## config.mk

```make
export PLATFORM = sky130hd
export DESIGN_NAME = mcCtrl
export DESIGN_NICKNAME = d
export VERILOG_FILES = /design/src/rtl/mcCtrlPkg.sv /design/src/rtl/mcCtrlSeq.sv /design/src/rtl/mcCtrlStrobe.sv /design/src/rtl/mcCtrl.sv
export SDC_FILE = /design/constraint.sdc
export NUM_CORES = 1
export LEC_CHECK = 0
export CAP_MARGIN = 20
export CORE_AREA = 2 2 39 41
export CTS_CLUSTER_DIAMETER = 200
export CTS_CLUSTER_SIZE = 25
export DETAILED_ROUTE_END_ITERATION = 10
export DIE_AREA = 0 0 41 43
export SLEW_MARGIN = 20
export SYNTH_ARGS = -nofsm -noshare
export SYNTH_HDL_FRONTEND = slang
export SYNTH_SLANG_ARGS = --single-unit
```

## constraint.sdc

```tcl
create_clock -name clk -period 2.1 [get_ports clk]
set_clock_uncertainty 0.15 [all_clocks]
set_input_delay 0.42 -clock clk [delete_from_list [all_inputs] [get_ports clk]]
set_output_delay 0.42 -clock clk [all_outputs]
set_load 0.1 [all_outputs]
```

## src/rtl/mcCtrlPkg.sv

```systemverilog
package mcCtrlPkg;

  localparam int OPC_W   = 4;
  localparam int ALUOP_W = 3;
  localparam int PHASE_W = 3;
  localparam int CLASS_W = 3;

  localparam logic [OPC_W-1:0] OPC_LOAD  = 4'b0000;
  localparam logic [OPC_W-1:0] OPC_STORE = 4'b0001;
  localparam logic [OPC_W-1:0] OPC_ADD   = 4'b0010;
  localparam logic [OPC_W-1:0] OPC_SUB   = 4'b0011;
  localparam logic [OPC_W-1:0] OPC_AND   = 4'b0100;
  localparam logic [OPC_W-1:0] OPC_OR    = 4'b0101;
  localparam logic [OPC_W-1:0] OPC_MOVI  = 4'b0110;
  localparam logic [OPC_W-1:0] OPC_MOV   = 4'b0111;
  localparam logic [OPC_W-1:0] OPC_BNZ   = 4'b1000;

  typedef enum logic [ALUOP_W-1:0] {
    ALU_ADD  = 3'd0,
    ALU_SUB  = 3'd1,
    ALU_AND  = 3'd2,
    ALU_OR   = 3'd3,
    ALU_PASS = 3'd4
  } aluOp_e;

  typedef enum logic [PHASE_W-1:0] {
    PH_FETCH  = 3'd0,
    PH_DECODE = 3'd1,
    PH_EXEC   = 3'd2,
    PH_MEM    = 3'd3,
    PH_WB     = 3'd4,
    PH_HALT   = 3'd5
  } phase_e;

  typedef enum logic [CLASS_W-1:0] {
    CL_ALU_RR  = 3'd0,
    CL_ALU_IMM = 3'd1,
    CL_LOAD    = 3'd2,
    CL_STORE   = 3'd3,
    CL_BRANCH  = 3'd4,
    CL_HALT    = 3'd5
  } opClass_e;

  typedef struct packed {
    aluOp_e aluOp;
    logic   aluSrc;
    logic   regWrite;
    logic   memRead;
    logic   memWrite;
    logic   memToReg;
    logic   pcSrc;
    logic   pcWrite;
    logic   irWrite;
    logic   flagWrite;
  } strobes_t;

  // Any code not listed falls into the terminal class.
  function automatic opClass_e classify(input logic [OPC_W-1:0] opc);
    case (opc)
      OPC_ADD, OPC_SUB, OPC_AND, OPC_OR, OPC_MOV: return CL_ALU_RR;
      OPC_MOVI:  return CL_ALU_IMM;
      OPC_LOAD:  return CL_LOAD;
      OPC_STORE: return CL_STORE;
      OPC_BNZ:   return CL_BRANCH;
      default:   return CL_HALT;
    endcase
  endfunction

  function automatic aluOp_e aluFor(input logic [OPC_W-1:0] opc);
    case (opc)
      OPC_SUB: return ALU_SUB;
      OPC_AND: return ALU_AND;
      OPC_OR:  return ALU_OR;
      OPC_MOV: return ALU_PASS;
      default: return ALU_ADD;
    endcase
  endfunction

endpackage

```

## src/rtl/mcCtrlSeq.sv

```systemverilog
module mcCtrlSeq
  import mcCtrlPkg::*;
(
  input  logic             clk,
  input  logic             rstN,
  input  logic [OPC_W-1:0] opcode,
  output phase_e           phase
);

  phase_e   phaseNxt;
  opClass_e cls;

  assign cls = classify(opcode);

  always_comb begin
    phaseNxt = phase;
    case (phase)
      PH_FETCH:  phaseNxt = PH_DECODE;
      PH_DECODE: phaseNxt = (cls == CL_HALT) ? PH_HALT : PH_EXEC;
      PH_EXEC: begin
        case (cls)
          CL_LOAD, CL_STORE: phaseNxt = PH_MEM;
          CL_BRANCH:         phaseNxt = PH_FETCH;
          default:           phaseNxt = PH_WB;
        endcase
      end
      PH_MEM:    phaseNxt = (cls == CL_LOAD) ? PH_WB : PH_FETCH;
      PH_WB:     phaseNxt = PH_FETCH;
      PH_HALT:   phaseNxt = PH_HALT;
      default:   phaseNxt = PH_FETCH;
    endcase
  end

  always_ff @(posedge clk or negedge rstN) begin
    if (!rstN) phase <= PH_FETCH;
    else       phase <= phaseNxt;
  end

endmodule

```

## src/rtl/mcCtrlStrobe.sv

```systemverilog
module mcCtrlStrobe
  import mcCtrlPkg::*;
(
  input  phase_e           phase,
  input  logic [OPC_W-1:0] opcode,
  input  logic             zeroFlag,
  output strobes_t         strobes
);

  opClass_e cls;
  assign cls = classify(opcode);

  always_comb begin
    strobes = '0;
    case (phase)
      PH_FETCH: begin
        strobes.memRead = 1'b1;
        strobes.irWrite = 1'b1;
        strobes.pcWrite = 1'b1;
      end
      PH_EXEC: begin
        case (cls)
          CL_ALU_RR: begin
            strobes.aluOp     = aluFor(opcode);
            strobes.flagWrite = 1'b1;
          end
          CL_ALU_IMM: begin
            strobes.aluOp  = ALU_PASS;
            strobes.aluSrc = 1'b1;
          end
          CL_LOAD, CL_STORE: begin
            strobes.aluOp  = ALU_ADD;
            strobes.aluSrc = 1'b1;
          end
          CL_BRANCH: begin
            strobes.aluOp   = ALU_ADD;
            strobes.aluSrc  = 1'b1;
            strobes.pcSrc   = !zeroFlag;
            strobes.pcWrite = !zeroFlag;
          end
          default: ;
        endcase
      end
      PH_MEM: begin
        strobes.memRead  = (cls == CL_LOAD);
        strobes.memWrite = (cls == CL_STORE);
      end
      PH_WB: begin
        strobes.regWrite = 1'b1;
        strobes.memToReg = (cls == CL_LOAD);
      end
      default: ;
    endcase
  end

endmodule

```

## src/rtl/mcCtrl.sv

```systemverilog
module mcCtrl
  import mcCtrlPkg::*;
(
  input  logic               clk,
  input  logic               rstN,
  input  logic [OPC_W-1:0]   opcode,
  input  logic               zeroFlag,
  output logic [ALUOP_W-1:0] aluOp,
  output logic               aluSrc,
  output logic               regWrite,
  output logic               memRead,
  output logic               memWrite,
  output logic               memToReg,
  output logic               pcSrc,
  output logic               pcWrite,
  output logic               irWrite,
  output logic               flagWrite,
  output logic               halted
);

  phase_e   phase;
  strobes_t rawStrobes;
  strobes_t outStrobes;

  mcCtrlSeq seq_i (
    .clk    (clk),
    .rstN   (rstN),
    .opcode (opcode),
    .phase  (phase)
  );

  mcCtrlStrobe strobe_i (
    .phase    (phase),
    .opcode   (opcode),
    .zeroFlag (zeroFlag),
    .strobes  (rawStrobes)
  );

  assign outStrobes = rstN ? rawStrobes : '0;

  assign aluOp     = outStrobes.aluOp;
  assign aluSrc    = outStrobes.aluSrc;
  assign regWrite  = outStrobes.regWrite;
  assign memRead   = outStrobes.memRead;
  assign memWrite  = outStrobes.memWrite;
  assign memToReg  = outStrobes.memToReg;
  assign pcSrc     = outStrobes.pcSrc;
  assign pcWrite   = outStrobes.pcWrite;
  assign irWrite   = outStrobes.irWrite;
  assign flagWrite = outStrobes.flagWrite;
  assign halted    = rstN && (phase == PH_HALT);

endmodule

```

# Yosys cells after proc, flatten, opt, wreduce, memory -nomap -nowiden
# Memories as Yosys holds them, arrays and structs flattened.
# Index checks and enable logic that the tools add are counted.
# W data, S select, Z words.
# totals
reg_bits	3
romBits	96
inputBits	7
output_inout_bits	13
word_cells	45
n_memories	2
# memory_table
memory	words	word_bits	rd	rd_clocked_by_memory_dff	write_ports	line	source
(name not given)	16	3	1	0	0	mcCtrlPkg.sv:59	case (opc)
(name not given)	16	3	1	0	0	mcCtrlPkg.sv:59	
# op_classes
eq_ne	17
muxes	19
reduce_logical	6
# op_table
cell	n
$eq A3 B2 Y1 const B	6
$eq A3 B3 Y1 const B	5
$pmux W3 S5	1
$eq A4 B3 Y1 const B	3
$mux W12	1
$pmux W3 S2	2
$pmux W3 S4	1
$mux W1	8
$eq A3 B1 Y1 const B	2
$logic_not A3 Y1	2
$mux W3	2
$eq A4 B2 Y1 const B	1
$mux W4	1
$pmux W1 S2	2
$reduce_or A4 Y1	1
$mux W2	1
$reduce_or A2 Y1	1
$logic_and A1 B1 Y1	1
$logic_not A1 Y1	1

# Depth between registers and ports, before layout
# Gate-level depths: netlist of run 1.
# An unclocked memory read counts as a cell.
# logic_depth
depth_word	6
ltp_mapped	4
depth_no_buf	3

# Hierarchy
# Synthesis of run 1 repeated with hierarchy kept, for this count alone.
# unflattened
hier_cells	63
area_unflattened_um2	488.0
# by_module_without_submodules
module	n_inst	cells_each	area_per_inst_um2	seq_area_each_um2
mcCtrlSeq	1	22	203.9	75.1
mcCtrlStrobe	1	27	182.7	0.0
mcCtrl	1	14	101.3	0.0

# Worst setup path before layout of run 1
# OpenSTA, ideal clock, no wires.
# synth_path
path_kind	input-to-output
startpoint	input port opcode[1]
endpoint	output port pcWrite
arrival_time_ns	3.258
required_ns	1.530
slack_ns	-1.728
path_stages	4
path_buffers	1
path_cell_list	buf_2 -> nor3_2 -> nand3b_1 -> a211oi_1
# synth_between
elab_chain_len	5
# synth_lines
item	line	source
start, declared	mcCtrl.sv:6	input logic [OPC_W-1:0] opcode,
$mem_v2 Z16 W3	-	
$eq A3 B3 Y1	mcCtrlStrobe.sv:22	case (cls)
$mux W2	mcCtrlStrobe.sv:22	
$pmux W1 S2	mcCtrlStrobe.sv:15	case (phase)
$mux W12	mcCtrl.sv:39	assign outStrobes = rstN ? rawStrobes : '0;
end, declared	mcCtrl.sv:15	output logic pcWrite,
# Every way passes these cells.

# Final worst setup path of run 1
# layout_path
startpoint	input port rstN
endpoint	output port aluOp[0]
# layout_between
elab_chain_len	1
# layout_lines
item	line	source
start, declared	mcCtrl.sv:5	input logic rstN,
$mux W12	mcCtrl.sv:39	
end, declared	mcCtrl.sv:8	output logic [ALUOP_W-1:0] aluOp,
# Every way passes these cells.

==> metrics.log, run 1 <==
[metrics] Peak Freq: 456 MHz
[metrics] final critical delay including setup and external delays: about 2200 ps
[metrics] CTS tree: done
[metrics] fraction of layout cells with a size suffix above 1: 71.0%
[metrics] Relative slew margins: 75.9%
[metrics] # setup viols final: 3
[metrics] launching point of the worst reg2reg path: seq_i.phase[1]
[metrics] combinational fraction of design power: 76.2%
[metrics] Avg Cell Area, Syn: slightly below 8 sq um
[metrics] overall power of the completed layout: 953 uW
[metrics] maximum VDD drop: roughly 0.8 mV
[metrics] synthesized flop and latch total: 3
[metrics] worst hold path type: primary input to asynchronous set/reset pin
[metrics] DP HPWL: 1090 um
[metrics] data arrival time at the worst-slack endpoint: 1620 ps
[metrics] Total Die Area: 1760 sq um
[metrics] WS Path Type: primary input to primary output
[metrics] total number of placement rows: 14
[metrics] number of instances in the synthesized netlist: 52
[metrics] detailed-route vias per instance: 5.03
[metrics] Die Y-Extent: ~43 um
[metrics] cell with the largest stage delay on the worst path: or3b_4
[metrics] length of the first detailed-routing pass in iterations: 5
[metrics] number of top-level pins: 20
[metrics] kind of start point of the critical path: primary input
[metrics] leading cell type in the layout, fill and taps excluded: buf_4
[metrics] Cell Pwr Density: 921 nW/um^2
[metrics] Worst Hold Slack: 144 ps
[metrics] net load switching power: slightly below 500 uW
[metrics] final net count: a little over 100
[metrics] count of maximum capacitance violations: 0
[metrics] critical path's largest stage delay: 420 ps
[metrics] Crit. End Element: primary output
[metrics] violated checks: setup timing
[metrics] flip-flop count of the largest register after layout: 3
[metrics] leakage power: between 0.0004 and 0.0005 uW
[metrics] depth of the most critical reg-to-reg path: 4
[metrics] largest registers: seq_i.phase: 3 flops
[metrics] post-synthesis sequential area ratio: 18.8%
[metrics] leading cell types by total area after synthesis: dfrtp_1 19%, nor2_1 7.5%, nor3_2 5.0%, nor4b_1 4.4%, nor3_1 3.8%
[metrics] Placed Instance Area: 930 sq um
[metrics] width of the chip: 41 um
[metrics] number of pins exceeding their max-slew limit in the final report: 0
[metrics] slack of the worst reg-to-reg path: 700 ps
[metrics] Most flops, register: seq_i.phase
[metrics] number of buffers between clock root and the deepest sink: 2
[metrics] number of library cell types mapped by synthesis: 32
[metrics] setup repair after global routing missed its margin: true
[metrics] number of buffers created by CTS: 3
[metrics] remaining antenna violation count: 0
[metrics] commonest cells after routing, fill and taps aside: 19 x buf_4, 13 x buf_12
[metrics] signed area change from the synthesized netlist to the final layout: 158%
[metrics] portion of synthesized cell area occupied by the leading cell type: 18.8%
[metrics] worst r2r dst: seq_i.phase[2]
[metrics] Worst Tran Pin Value: approximately 360 ps
[metrics] maximum number of pins on one net before global-route repair: 11
[metrics] number of vias in the routed layout: 548
[metrics] cell-internal power: around 470 uW
[metrics] number of antenna violations at the first check in global routing: 0
[metrics] worst path cell trace: dlygate4sd2_1, nand2b_4, or3b_4, buf_4, nor2_4, buf_12
[metrics] Switching Share: 50.6%
[metrics] number of DRC markers in iteration 0: 8
[metrics] all-layer global routing usage: around a fifth
[metrics] global-route wire length before repair: 2260 um
[metrics] Clock Pin Slew Worst Setup and Hold Paths: 40 ps
[metrics] gpl congestion: 0.761
[metrics] hold violation count in the final report: 0
[metrics] GRT overflow: 0
[metrics] final worst-path cycle share: 105%
[metrics] data required time of the critical path: 1530 ps
[metrics] final standard cell area without fillers: 1030 sq um
[metrics] post-detailed-route DRC marker count: 0
[metrics] part of the total power dissipated in the clock network: 10.6%
[metrics] CTS H-Tree Depth: 1
[metrics] antenna diode count: 0
[metrics] Synth Net Count: 59
[metrics] fraction of power consumed by sequential logic: a little over an eighth
[metrics] pre-CTS setup slack: -387 ps
[metrics] clock latency reported for the late side of the worst-skew pair: 240 ps
[metrics] largest fanout on the critical path: 4
[metrics] top cell type by total area after synthesis: dfrtp_1
[metrics] starting density of the core: between 20% and 30%
[metrics] worst-case setup margin in the final layout: -94.8 ps
[metrics] yosys synthesis warning count: 0
[metrics] Clock Sinks: 3
[metrics] vias in the first global route: 526
[metrics] Finished Core Util: 74.8%
[metrics] mapped cell area: approximately 400 sq um
[metrics] DRT Wirelength: 1380 um
[metrics] quantity of I/O buffers inserted on ports: 19
[metrics] final routed wire length divided by cell count: 12.7 um
[metrics] Core Area: around 1400 sq um
[metrics] clock tree root buffer cell: clkbuf_4
[metrics] run status: finished with violations
how the worst max path moves through the flow:
stage	from	end	depth (start not counted)
6_report	rstN	aluOp[0]	6
5_1_grt	seq_i.phase[2]	aluOp[1]	4
4_1_cts	seq_i.phase[2]	aluOp[1]	4
3_5_place_dp	rstN	aluOp[1]	5
3_3_place_gp	opcode[3]	aluSrc	6
2_1_floorplan	opcode[3]	aluOp[1]	4
per-stage QoR:
step           TNS, ps  instances
2_1_floorplan    -2860         52
3_3_place_gp     -2970        100
3_5_place_dp     -3220        100
4_1_cts           -189        105
5_1_grt           -528        109
6_report          -194        109
power groups by stage:
stage	combinational, uW	clock, uW	sequential [uW]
5_1_grt	767	113	128
3_5_place_dp	703	0	120
2_1_floorplan	452	0	120
6_report	727	101	125
3_3_place_gp	696	0	117
4_1_cts	705	105	119
cell usage after synthesis (all sizes together):
cell	n
a211o	1
a211oi	2
buf	2
dfrtp	3
and3b	1
or2b	1
nor2	8
nor4b	2
a21oi	1
nor2b	2
a32oi	1
xor2	1
o21bai	1
nor3	5
o21ai	2
a31oi	1
nand2b	1
nor4bb	1
and3	3
nor3b	1
and2b	2
clkbuf	2
o31ai	1
a2bb2oi	1
or3b	1
nand2	4
nand3b	1
layer usage:
metal / share of wire [%] / wire (um) / global-route usage [%]
met1: 40 / 550 / 24.2
met2: 55 / 760 / 29.4
met3: 4.1 / 57 / 6.28
met4: 0.87 / 12 / 4.00
met5: 0 / 0 / 0
cells by family (layout without fill, tap and decap cells):
kind of cell	count (synthesis)	after routing	share of synthesized area [%]
buffers and inverters	4	45	4.69
AO/OA/AOI/OAI	11	11	19.4
flip-flops	3	3	18.7
XOR/XNOR	1	1	2.19
AND/OR/NAND/NOR	33	33	55.0
critical path, delay by kind of cell:
kind / cells / cell delay (ps)
simple gates: 3 / 590
buf+inv: 3 / 610
final cells by class:
type / count / area [sq um]
Timing Repair Buffer: 41 / 480
Multi-Input combinational cell: 45 / 432
Tap cell: 16 / 20.0
Clock buffer: 4 / 26.3
Fill cell: 90 / 349
Sequential cell: 3 / 76.3
what timing repair did:
action / in CTS / in global routing
cloned: 0 / 0
setup endpoints to repair: 12 / 9
hold buffers: 0 / 0
gates resized for setup: 21 / 11
pin swaps: 7 / 7
hold endpoints to repair: 0 / 0
buffers inserted: 1 / 4
Note: power is estimated with default switching activity, not from simulation.
==> run 2: changes to the inputs <==
--- a/config.mk
+++ b/config.mk
@@ -11,7 +11,6 @@
 export CTS_CLUSTER_SIZE = 25
 export DETAILED_ROUTE_END_ITERATION = 10
 export DIE_AREA = 0 0 41 43
-export SLEW_MARGIN = 20
 export SYNTH_ARGS = -nofsm -noshare
 export SYNTH_HDL_FRONTEND = slang
 export SYNTH_SLANG_ARGS = --single-unit
==> results of run 2 <==
Final layout, timing and power as in run 1 (identical DEF).
==> run 3: changes to the inputs <==
--- a/config.mk
+++ b/config.mk
@@ -11,6 +11,8 @@
 export CTS_CLUSTER_SIZE = 25
 export DETAILED_ROUTE_END_ITERATION = 10
 export DIE_AREA = 0 0 41 43
+export PLACE_DENSITY = 0.7
+export REMOVE_ABC_BUFFERS = 1
 export SYNTH_ARGS = -nofsm -noshare
 export SYNTH_HDL_FRONTEND = slang
 export SYNTH_SLANG_ARGS = --single-unit
==> metrics.log, run 3 (synthesized netlist as in run 1, its figures left out) <==
[metrics] run status: finished with violations
[metrics] violated checks: setup timing
[metrics] GRT overflow: 0
[metrics] Cell Pwr Density: 939 nW/um^2
[metrics] hold violation count in the final report: 0
[metrics] all-layer global routing usage: 19.9%
[metrics] number of vias in the routed layout: 562
[metrics] worst hold path type: primary input to asynchronous set/reset pin
[metrics] Placed Instance Area: 872 sq um
[metrics] final worst-path cycle share: 104%
[metrics] signed area change from the synthesized netlist to the final layout: 153%
[metrics] worst r2r dst: seq_i.phase[2]
[metrics] commonest cells after routing, fill and taps aside: 22 x buf_4, 13 x buf_12, 7 x nor2_1, 4 x nand2_1, 4 x buf_6
[metrics] critical path's largest stage delay: 420 ps
[metrics] width of the chip: approximately 41 um
[metrics] Total Die Area: between 1500 and 2000 sq um
[metrics] launching point of the worst reg2reg path: seq_i.phase[1]
[metrics] slack of the worst reg-to-reg path: 430 ps
[metrics] final standard cell area without fillers: 1010 sq um
[metrics] CTS tree: done
[metrics] Core Area: about 1400 sq um
[metrics] fraction of layout cells with a size suffix above 1: roughly 64%
[metrics] non-filler cells, final: 112
[metrics] total number of placement rows: 14
[metrics] number of top-level pins: 20
[metrics] count of maximum capacitance violations: 0
[metrics] final net count: roughly 100
[metrics] Peak Freq: ~460 MHz
[metrics] starting density of the core: 28.9%
[metrics] largest registers: seq_i.phase: 3 flops
[metrics] vias in the first global route: approximately 570
[metrics] length of the first detailed-routing pass in iterations: 2
[metrics] multi-input combinational cell area: 380 sq um
[metrics] antenna diode count: 0
[metrics] DP HPWL: 1030 um
[metrics] detailed-route vias per instance: 5.02
[metrics] Most flops, register: seq_i.phase
[metrics] global-route wire length before repair: 2420 um
[metrics] worst-case setup margin in the final layout: -86.3 ps
[metrics] CTS H-Tree Depth: 1
[metrics] number of DRC markers in iteration 0: 7
[metrics] Crit. End Element: primary output
[metrics] remaining antenna violation count: 0
[metrics] depth of the most critical reg-to-reg path: 6
[metrics] final routed wire length divided by cell count: approximately 13 um
[metrics] area of all sequential standard cells: 76.3 sq um
[metrics] Relative slew margins: 77.4%
[metrics] post-detailed-route DRC marker count: 0
[metrics] maximum number of pins on one net before global-route repair: 9
[metrics] Post-Place Cells: 103
[metrics] number of fillers in the final layout: 88
[metrics] number of pins exceeding their max-slew limit in the final report: 0
[metrics] number of buffers created by CTS: 3
[metrics] Clock Sinks: 3
[metrics] kind of start point of the critical path: register
[metrics] number of buffers between clock root and the deepest sink: 2
[metrics] # setup viols final: 4
[metrics] worst path cell trace: nand2b_4, or3b_4, buf_4, nor2_4, buf_12
[metrics] maximum VDD drop: 0.500 mV
[metrics] flip-flop count of the largest register after layout: 3
[metrics] data required time of the critical path: 1530 ps
[metrics] data arrival time at the worst-slack endpoint: 1620 ps
[metrics] quantity of I/O buffers inserted on ports: 19
[metrics] number of antenna violations at the first check in global routing: 0
[metrics] clock tree root buffer cell: clkbuf_4
[metrics] clock latency reported for the late side of the worst-skew pair: 230 ps
[metrics] Die Y-Extent: 43 um
[metrics] cell with the largest stage delay on the worst path: or3b_4
[metrics] leading cell type in the layout, fill and taps excluded: buf_4
[metrics] WS Path Type: register to primary output
[metrics] Clock Pin Slew Worst Setup and Hold Paths: 40 ps
[metrics] gpl congestion: ~0.77
[metrics] final critical delay including setup and external delays: 2190 ps
[metrics] Worst Tran Pin Value: 335 ps
[metrics] setup repair after global routing missed its margin: true
[metrics] largest fanout on the critical path: 4
[metrics] leakage power: 0.000451 uW
[metrics] DRT Wirelength: between 1000 and 1500 um
## run 3: changes by cell type in the layout (fill, tap and decap cells not counted), sizes merged
cell	change
dlymetal6s2s	+1
clkdlybuf4s15	+1
buf	+3
dlygate4sd2	-2
## run 3: worst max-delay path by stage
stage               slack (ps)  endpoint            from
CTS                        -90  aluOp[1]  seq_i.phase[2]
floorplan                -1550   pcWrite       opcode[1]
detailed placement        -400  aluOp[1]       opcode[3]
global placement          -360  aluOp[1]       opcode[3]
global route              -130  aluOp[1]  seq_i.phase[2]
finish                     -90  aluOp[2]  seq_i.phase[2]
## run 3: metal layers
metal | vias to the layer above | global-route usage [%] | part of all wire (%)
met5 | - | 0 | 0
met4 | 0 | 13.3 | 3.6
met3 | 6 | 7.33 | 4.6
met2 | 23 | 29.1 | 52
met1 | 255 | 22.8 | 39
li1 | 278 | - | -
## run 3: power breakdown
group	switching, uW	internal (uW)
Clock	28.4	71.1
Sequential	32.0	87.7
Combinational	410	320
Total	470	479
## run 3: area by class of cell
type	count	area share (%)
timing repair buffer	44	50.2
sequential	3	7.55
clock buffer	4	2.60
multi-input combinational	45	37.6
tap	16	1.98
## run 3: worst max-delay path, delay by kind of cell, from the launching register on
kind	cells	cell delay, ps
and+or+nand+nor	3	680
DFF	1	370
buffers and inverters	2	340
## run 3: per-stage QoR
| step | total power (uW) | utilization [%] | setup slack [ps] | TNS, ps | hold slack [ps] |
|---|---|---|---|---|---|
| floorplan | 491 | - | -1550 | -9780 | -25.6 |
| global placement | 763 | 63.0 | -365 | -2720 | 403 |
| detailed placement | 776 | 63.0 | -396 | -2780 | 403 |
| CTS | 888 | 67.2 | -89.2 | -230 | 130 |
| global route | 1000 | 73.1 | -131 | -579 | 115 |
| finish | 949 | 73.1 | -86.3 | -225 | 108 |
## run 3: what timing repair did
action                     CTS  global route
buffers inserted             0             5
resized for setup           24            14
setup endpoints to repair   11            10
hold buffers                 0             0
pin swaps                    7             3
